`src/rtl/crc_mp_pkg.sv`:
```
package crc_mp_pkg;
  localparam int unsigned CRC_W    = 32;
  localparam int unsigned NARROW_W = 16;
  localparam int unsigned BYTE_W   = 8;
  localparam int unsigned CFG_W    = 8;

  typedef enum logic [1:0] {
    SEL_CRC32  = 2'd0,
    SEL_CRC32C = 2'd1,
    SEL_CRC16  = 2'd2,
    SEL_ALT32  = 2'd3
  } gen_sel_e;

  localparam logic [CRC_W-1:0]    GEN_CRC32  = 32'h04C1_1DB7;
  localparam logic [CRC_W-1:0]    GEN_CRC32C = 32'h1EDC_6F41;
  localparam logic [NARROW_W-1:0] GEN_CRC16  = 16'h1021;

  function automatic logic [CRC_W-1:0] wide_gen(gen_sel_e sel);
    return (sel == SEL_CRC32C) ? GEN_CRC32C : GEN_CRC32;
  endfunction
endpackage

```
`src/rtl/crc_mp_cfg.sv`:
```
module crc_mp_cfg
  import crc_mp_pkg::*;
#(
  parameter int unsigned W = CFG_W
) (
  input  logic         clk_i,
  input  logic         rst_ni,
  input  logic         we_i,
  input  logic [W-1:0] wdata_i,
  output logic [W-1:0] cfg_o,
  output logic         enable_o,
  output gen_sel_e     sel_o
);
  logic [W-1:0] cfg_q, cfg_d;

  always_comb begin
    cfg_d = cfg_q;
    if (we_i) cfg_d = wdata_i;
  end

  always_ff @(posedge clk_i or negedge rst_ni) begin
    if (!rst_ni)   cfg_q <= '0;
    else if (we_i) cfg_q <= cfg_d;
  end

  assign cfg_o    = cfg_q;
  assign enable_o = cfg_q[0];
  assign sel_o    = gen_sel_e'(cfg_q[3:2]);
endmodule

```
`src/rtl/crc_mp_step.sv`:
```
module crc_mp_step #(
  parameter int unsigned W    = 32,
  parameter int unsigned BITS = 8
) (
  input  logic [W-1:0]    crc_i,
  input  logic [W-1:0]    gen_i,
  input  logic [BITS-1:0] byte_i,
  output logic [W-1:0]    crc_o
);
  logic [W-1:0] stage [BITS+1];

  assign stage[0] = crc_i;

  for (genvar k = 0; k < BITS; k++) begin : g_bit
    logic fb;
    assign fb         = stage[k][W-1] ^ byte_i[BITS-1-k];
    assign stage[k+1] = {stage[k][W-2:0], 1'b0} ^ (fb ? gen_i : '0);
  end

  assign crc_o = stage[BITS];
endmodule

```
`src/rtl/crc_mp_top.sv`:
```
module crc_mp_top
  import crc_mp_pkg::*;
(
  input  logic              clk_i,
  input  logic              rst_ni,
  input  logic              cfg_we_i,
  input  logic [CFG_W-1:0]  cfg_wdata_i,
  input  logic              restart_i,
  input  logic              data_vld_i,
  input  logic [BYTE_W-1:0] data_i,
  output logic [CFG_W-1:0]  cfg_o,
  output logic [CRC_W-1:0]  crc_o
);
  localparam int unsigned HI_W = CRC_W - NARROW_W;

  // reset: asserted asynchronously, released on the clock
  logic [1:0] rst_sync_q;
  logic       rst_n;
  always_ff @(posedge clk_i or negedge rst_ni) begin
    if (!rst_ni) rst_sync_q <= 2'b00;
    else         rst_sync_q <= {rst_sync_q[0], 1'b1};
  end
  assign rst_n = rst_sync_q[1];

  logic     enable;
  gen_sel_e sel;

  crc_mp_cfg #(.W(CFG_W)) u_cfg (
    .clk_i    (clk_i),
    .rst_ni   (rst_n),
    .we_i     (cfg_we_i),
    .wdata_i  (cfg_wdata_i),
    .cfg_o    (cfg_o),
    .enable_o (enable),
    .sel_o    (sel)
  );

  logic [CRC_W-1:0]    acc_q, acc_d, wide_nx;
  logic [NARROW_W-1:0] narrow_nx;
  logic                acc_en, narrow;

  assign narrow = (sel == SEL_CRC16);

  crc_mp_step #(.W(CRC_W), .BITS(BYTE_W)) u_wide (
    .crc_i  (acc_q),
    .gen_i  (wide_gen(sel)),
    .byte_i (data_i),
    .crc_o  (wide_nx)
  );

  crc_mp_step #(.W(NARROW_W), .BITS(BYTE_W)) u_narrow (
    .crc_i  (acc_q[NARROW_W-1:0]),
    .gen_i  (GEN_CRC16),
    .byte_i (data_i),
    .crc_o  (narrow_nx)
  );

  always_comb begin
    acc_d  = acc_q;
    acc_en = 1'b0;
    if (cfg_we_i || restart_i) begin
      acc_d  = '1;
      acc_en = 1'b1;
    end else if (data_vld_i && enable) begin
      acc_en = 1'b1;
      acc_d  = narrow ? {acc_q[CRC_W-1:NARROW_W], narrow_nx} : wide_nx;
    end
  end

  always_ff @(posedge clk_i or negedge rst_n) begin
    if (!rst_n)      acc_q <= '1;
    else if (acc_en) acc_q <= acc_d;
  end

  assign crc_o = narrow ? {{HI_W{1'b0}}, acc_q[NARROW_W-1:0]} : acc_q;
endmodule

```
`config.mk`:
```
export PLATFORM = sky130hd
export DESIGN_NAME = crc_mp_top
export DESIGN_NICKNAME = d
export VERILOG_FILES = /design/src/rtl/crc_mp_pkg.sv /design/src/rtl/crc_mp_cfg.sv /design/src/rtl/crc_mp_step.sv /design/src/rtl/crc_mp_top.sv
export SDC_FILE = /design/constraint.sdc
export NUM_CORES = 1
export LEC_CHECK = 0
export BUFFER_PORTS_ARGS = -buffer_cell sky130_fd_sc_hd__clkbuf_2
export CORE_MARGIN = 10
export CORE_UTILIZATION = 44
export DETAILED_ROUTE_END_ITERATION = 10
export GPL_TIMING_DRIVEN = 0
export PLACE_DENSITY = 0.73
export SETUP_SLACK_MARGIN = 0.1
export SYNTH_ARGS = -nofsm -noshare
export SYNTH_HDL_FRONTEND = slang
export SYNTH_HIERARCHICAL = 1
export SYNTH_SLANG_ARGS = --single-unit
export TNS_END_PERCENT = 50
```
`constraint.sdc`:
```
create_clock -name clk_i -period 1.8 [get_ports clk_i]
set_input_delay 0.36 -clock clk_i [delete_from_list [all_inputs] [get_ports clk_i]]
set_output_delay 0.36 -clock clk_i [all_outputs]
set_load 0.01 [all_outputs]
```
* Yosys cells after proc, flatten, opt, wreduce, memory -nomap -nowiden
Index checks and enable logic that the tools add are counted.
Operators by class: eq/ne operators 3, mux-type cells 23, bitwise logic cells 32, reduce and logical (&&, ||, !) cells 5
Operators by type and width (number):
- $mux W29 | 9
- $xor A32 B32 Y32 | 8
- $mux W32 | 4
- $xor A16 B16 Y16 | 8
- $mux W13 | 8
- $xor A1 B1 Y1 | 16
- $reduce_and A3 Y1 | 1
- $eq A2 B1 Y1 const B | 1
- $eq A2 B2 Y1 const B | 1
- $mux W1 | 2
- $ne A2 B1 Y1 const B | 1
- $reduce_and A2 Y1 | 1
- $reduce_bool A2 Y1 | 1
- $logic_and A1 B1 Y1 | 1
- $logic_or A1 B1 Y1 | 1
Word-level totals: register bits 42, input port bits 21, output and inout port bits 40, word-level logic and storage cells 67

* Logic depth before layout (Yosys ltp)
depth in word-level cells 28, mapped depth 19, depth with buffers taken out 14

* Cells and area by module
Netlist, hierarchy kept.
Modules (own cells, without submodules):
- crc_mp_step (u_wide) | times used 1, cells each 642, area an instance 4575.6 um^2, seq. area each 0.0 um^2
- crc_mp_step (u_narrow) | times used 1, cells each 364, area an instance 2611.3 um^2, seq. area each 0.0 um^2
- crc_mp_top | times used 1, cells each 170, area an instance 1840.5 um^2, seq. area each 890.9 um^2
- crc_mp_cfg | times used 1, cells each 20, area an instance 354.1 um^2, seq. area each 200.2 um^2

* Least setup slack after synthesis
OpenSTA, ideal clock, no wires.
path kind reg-to-reg, from reg u_cfg.cfg_q[3] (netlist: u_cfg/cfg_o[3]), to reg acc_q[7], setup time 0.075 ns, data arrival time 3.571 ns, path slack -1.846 ns, cell stages (with the launch flop) 19, path buffers 5, cells stage by stage dfrtp_1 > buf_4 > nand2b_1 > inv_1 > clkbuf_1 > nand2_1 > xnor2_1 > or3_1 > buf_2 > and3_4 > or2_2 > buf_2 > buf_2 > nand2_1 > xnor2_1 > xnor3_1 > xnor2_1 > mux2i_1 > a2bb2oi_1
Between the ends: longest elaborated chain between the ends 16
RTL lines:
- start: declaration | RTL line crc_mp_cfg.sv:14 | logic [W-1:0] cfg_q, cfg_d;
- start signal: assignment | RTL line crc_mp_cfg.sv:23 | else if (we_i) cfg_q <= cfg_d;
- $eq A2 B1 Y1 (*) | RTL line crc_mp_pkg.sv:19 | return (sel == SEL_CRC32C) ? GEN_CRC32C : GEN_CRC32;
- $mux W29 (*) | RTL line crc_mp_pkg.sv:19
- $mux W29 | RTL line crc_mp_step.sv:17 | assign stage[k+1] = {stage[k][W-2:0], 1'b0} ^ (fb ? gen_i : '0);
- $xor A32 B32 Y32 (4 in series) | RTL line crc_mp_step.sv:17
- $xor A1 B1 Y1 or $xor A32 B32 Y32 (tied branches) | RTL line crc_mp_step.sv:16, crc_mp_step.sv:17
- $mux W29 (tied with other cells) | RTL line crc_mp_step.sv:17
- $xor A32 B32 Y32 or $mux W29 (tied branches) | RTL line crc_mp_step.sv:17
- $xor A32 B32 Y32 or $xor A1 B1 Y1 (tied branches) | RTL line crc_mp_step.sv:17, crc_mp_step.sv:16
- $xor A32 B32 Y32 or $mux W29 (tied branches) | RTL line crc_mp_step.sv:17
- $xor A32 B32 Y32 (*) | RTL line crc_mp_step.sv:17
- named net wide_nx[7] | RTL line crc_mp_top.sv:38 | logic [CRC_W-1:0] acc_q, acc_d, wide_nx;
- $mux W32 (*) | RTL line crc_mp_top.sv:66 | acc_d = narrow ? {acc_q[CRC_W-1:NARROW_W], narrow_nx} : wide_nx;
- $mux W32 (*) | RTL line crc_mp_top.sv:64 | end else if (data_vld_i && enable) begin
- $mux W32 (*) | RTL line crc_mp_top.sv:61 | if (cfg_we_i || restart_i) begin
- end signal: assignment | RTL line crc_mp_top.sv:71 | if (!rst_n) acc_q <= '1;
- end signal: assignment | RTL line crc_mp_top.sv:72 | else if (acc_en) acc_q <= acc_d;
- end: declaration | RTL line crc_mp_top.sv:38
Mark *: on every way through the listed nets, which the timed path passes. The rest lies on a longest branch. The select of a mux whose other input is x is not followed. A chain may end at the register's enable or synchronous reset.

* Worst setup path in the final report
from reg acc_q[29], to reg acc_q[5]
Between the ends: longest elaborated chain between the ends 15
RTL lines:
- $xor A32 B32 Y32 (*) (2 in series) | RTL line crc_mp_step.sv:17
- $xor A1 B1 Y1 (*) | RTL line crc_mp_step.sv:16 | assign fb = stage[k][W-1] ^ byte_i[BITS-1-k];
- $mux W29 (*) | RTL line crc_mp_step.sv:17
- $xor A32 B32 Y32 (*) (4 in series) | RTL line crc_mp_step.sv:17
- $xor A1 B1 Y1 or $xor A32 B32 Y32 (tied branches) | RTL line crc_mp_step.sv:16, crc_mp_step.sv:17
- $mux W29 or $xor A1 B1 Y1 (tied branches) | RTL line crc_mp_step.sv:17, crc_mp_step.sv:16
- $xor A32 B32 Y32 (*) (2 in series) | RTL line crc_mp_step.sv:17
- named net wide_nx[5] | RTL line crc_mp_top.sv:38
- $mux W32 (*) | RTL line crc_mp_top.sv:66
- $mux W32 (*) | RTL line crc_mp_top.sv:64
- $mux W32 (*) | RTL line crc_mp_top.sv:61
Marked as above.

==> impl_results.rst <==
.. list-table::
   :header-rows: 1

   * - Metric
     - Value
   * - Die height
     - 166 um
   * - Peak ir drop on the vdd network
     - 0.000893 V
   * - TritonRoute pass-1 iters
     - 6
   * - Starting density of the core
     - 44.6%
   * - Post-route worst hold slack
     - between 0.2 and 0.3 ns
   * - Die X-Extent
     - 166 um
   * - Sequential area share after synthesis
     - approximately an eighth
   * - Number of flops mapped to enable cells by yosys
     - 0
   * - Weighted congestion at the end of routability-driven global placement
     - 0.928
   * - Total power density per cell area
     - between 2000 and 2500 nW/um2
   * - Type of the worst min-delay path
     - input pin to flip-flop
   * - H-tree depth
     - 2
   * - Number of hold violations in the final report
     - 0
   * - Chain of cells forming the critical path
     - xor2_2 > a21oi_2 > o21ai_1 > a21oi_1 > a211oi_2 > buf_4 > nor3_4 > a311o_1 > nand3_4 > buf_8 > a21boi_2 > xnor3_1 > xnor2_2 > mux2i_2 > a2bb2oi_2
   * - Crit-path max FO
     - 5
   * - Cts bufs inserted
     - 5
   * - Clock transition at the registers of the reported paths
     - 0.06 ns
   * - RR Endpoint
     - acc_q[5]$_DFFE_PN1P_
   * - Top post-synthesis cells by area
     - xnor2_1 (17%), xnor3_1 (11%), nand2_1 (11%)
   * - Achievable frequency
     - about 0.29 GHz
   * - Setup repair after global routing missed its margin
     - true
   * - Worst slew slack as a fraction of its limit
     - roughly two fifths
   * - Worst Path Class, Setup
     - flip-flop to flip-flop
   * - Depth of the worst register-to-register path
     - 15
   * - Origin of the critical flop-to-flop path
     - acc_q[29]$_DFFE_PN1P_
   * - Inserted Diodes
     - 0
   * - Relative area change from synthesis to final layout
     - 31.0%
   * - Number of vias per cell
     - 5.56
   * - Share of post-route cells with drive strength above 1
     - 31.5%
   * - Leak pwr
     - between 5 and 6 nW
   * - Io pins
     - 61
   * - Layout Skew
     - 0.00621 ns
   * - Result of the run
     - finished, violations left
   * - Share of the cycle needed by the critical path after routing
     - 192%
   * - DRC marker count from the first detailed-route iteration
     - about 890
   * - Overflow left after global routing
     - 0
   * - Register-to-Register Setup Slack
     - -1.66 ns
   * - Violations in the final reports
     - negative setup slack
   * - Clock sink count
     - 42
   * - Initial antenna violation count
     - 0
   * - Vias
     - 9265
   * - CTS Root Cell
     - clkbuf_16
   * - Number of storage elements in the synthesis netlist
     - 42
   * - Warnings, synthesis
     - 6
   * - Area of the mapped netlist
     - 9380 um2
   * - Post-synth cell types
     - 80
   * - Mean area per synthesized cell
     - around 8 um2
   * - Floorplan core area
     - ~21000 um2
   * - Total wirelength of the detailed-routed design
     - 30300 um
   * - Global-route wire length before repair
     - 46500 um
   * - Synth Instances
     - between 1000 and 1500
   * - Die outline area
     - 27600 um2
   * - Number of nets still failing antenna checks after routing
     - 0
   * - Max Transition Viols Final
     - 0
   * - End of the critical path
     - acc_q[5]$_DFFE_PN1P_
   * - Crit end category
     - flip-flop
   * - Largest net degree at the start of global routing
     - between 40 and 50
   * - Clock tree from TritonCTS
     - done
   * - Arrival time of the worst setup path
     - approximately 3.7 ns
   * - Leading register cell type out of synthesis
     - dfstp_2
   * - Nature of the critical path startpoint
     - flip-flop
   * - Data required time of the worst path
     - between 2 and 2.5 ns
   * - Summed negative setup slack over all endpoints
     - -48.76 ns
   * - Worst-Skew Late Latency
     - 0.31 ns
   * - Cell type with the highest aggregate area in the netlist
     - xnor2_1
   * - Final nets
     - ~1400
   * - Minimum period implied by the final worst setup slack
     - approximately 3.5 ns
   * - Most common cell after layout, fill and taps aside
     - nand2_1
   * - Number of core rows
     - 53
   * - Slowest stage delay, CP
     - a little over 0.6 ns
   * - Aggregate global-route resource usage
     - between 20 and 25%
   * - Synth async-reset ratio
     - 100%
   * - Most frequent cells in the layout
     - nand2_1 (249), xnor2_1 (158), nand3_1 (90)
   * - Share of the synthesized area in the top cell type
     - 17.5%
   * - Post-DP HPWL
     - 20100 um
   * - Drt drc
     - 0
   * - Transition time at the pin with the least slew margin
     - 0.899 ns
   * - Standard cell with the maximum stage delay on the critical path
     - dfstp_2
   * - Number of global-route vias before repair
     - 8774
   * - Least setup slack across all paths after layout
     - -1.66 ns
   * - Clock Path Buffers
     - 2
   * - Count of max-cap constraint violations
     - 0
   * - Crit path from
     - acc_q[29]$_DFFE_PN1P_
   * - Wire length per cell
     - 18.2 um
   * - Final setup violation count
     - 46
   * - IO buf count
     - 60
-- synth_stat cells, types with 3 or more instances --
cell	number
o2111ai_1	4
o22ai_1	4
dfstp_2	32
o211a_1	4
buf_2	16
mux2i_1	23
xor2_1	88
a211o_1	6
and3_1	10
clkbuf_2	3
or2_2	5
and2_1	23
nand2_1	272
xor2_2	3
nor3_1	7
inv_1	11
a21o_1	6
xnor3_1	46
a21oi_1	22
a21boi_2	30
o211ai_1	10
or3_1	4
dfrtp_1	10
o21ai_1	7
a21oi_2	6
nor4_1	3
buf_1	5
a211oi_1	4
nor2_1	25
a311o_1	4
nand3_1	95
o221ai_1	3
buf_4	24
a2bb2oi_1	14
o21ai_0	28
o21a_1	5
clkbuf_1	72
xnor2_1	187
mux2_4	8
a21boi_1	5
buf_6	6
-- final cells by class --
type                       instances  area [um2]
clock inverter                     3        45.0
clock buffer                       5         125
multi-input combinational       1058        8630
sequential                        42        1090
inverter                          13        53.8
tap                              275         344
timing repair buffer             147        1120
buffer                           124         885
fill                            1688        8730
-- per-layer routing --
metal / part of all wire (%) / global-route usage, %
met3: 9.1 / 3.98
met2: 47 / 32.6
met4: 2.8 / 6.51
met5: 0 / 0
met1: 41 / 26.2
-- flip-flops by register name, summed over array words and instances, names as in the netlist --
| register | flops |
|---|---|
| u_cfg/cfg_o | 8 |
| acc_q | 32 |
| rst_sync_q | 2 |
-- per-stage QoR --
step | setup slack [ns] | std cells | instance area (um2) | util [%] | power [W]
3_3_place_gp | -2.25 | 1575 | 10300 | 48.9 | 0.0188
6_report | -1.66 | 1667 | 12300 | 58.5 | 0.0246
5_1_grt | -1.68 | 1667 | 12300 | 58.5 | 0.0259
2_1_floorplan | -1.44 | 1240 | 9640 | - | 0.0159
3_5_place_dp | -2.36 | 1575 | 10300 | 48.9 | 0.0190
4_1_cts | -1.57 | 1654 | 11800 | 56.4 | 0.0230
-- what timing repair did --
item                                    in CTS  in global routing
pin swaps                                   72                 48
hold buffers                                 1                  0
setup buffers                               67                 15
gates resized for setup                    164                 69
endpoints found under the setup margin      48                 51
cloned                                       4                  1
endpoints found under the hold margin        2                  0
-- where the power goes --
group	internal [W]	switching (W)
clock	0.000655	0.000429
combinational	0.0112	0.0110
sequential	0.00115	0.000276
total	0.0130	0.0117
-- worst max-delay path: cells and delay by family (launching register included) --
family,cells,cell delay (ns)
XOR/XNOR,3,0.74
AO/OA/AOI/OAI,7,1.22
multiplexers,1,0.27
buffers and inverters,2,0.34
AND/OR/NAND/NOR,2,0.18
flip-flops,1,0.62
-- how the worst min path moves through the flow --
stage,depth (start not counted),slack [ns],endpoint,from
6_report,2,0.28,u_cfg/cfg_o[5]$_DFFE_PN0P_,cfg_wdata_i[5]
5_1_grt,2,0.28,u_cfg/cfg_o[1]$_DFFE_PN0P_,cfg_wdata_i[1]
4_1_cts,2,0.28,u_cfg/cfg_o[0]$_DFFE_PN0P_,cfg_wdata_i[0]
3_5_place_dp,1,0.15,rst_sync_q[0]$_DFF_PN0_,rst_ni
3_3_place_gp,1,0.15,rst_sync_q[0]$_DFF_PN0_,rst_ni
2_1_floorplan,0,0.06,rst_sync_q[0]$_DFF_PN0_,rst_ni
-- kinds of logic (layout without fill, tap and decap cells) --
logic type / after synthesis / count (layout) / synth area share (%)
buf+inv: 140 / 292 / 7.47
mux: 32 / 32 / 3.85
flops: 42 / 42 / 11.6
simple gates: 466 / 466 / 22.4
other cells: 2 / 46 / 0.0801
compound gates: 184 / 184 / 15.9
xor+xnor: 330 / 330 / 38.7
(Power assumes the default switching activity.)
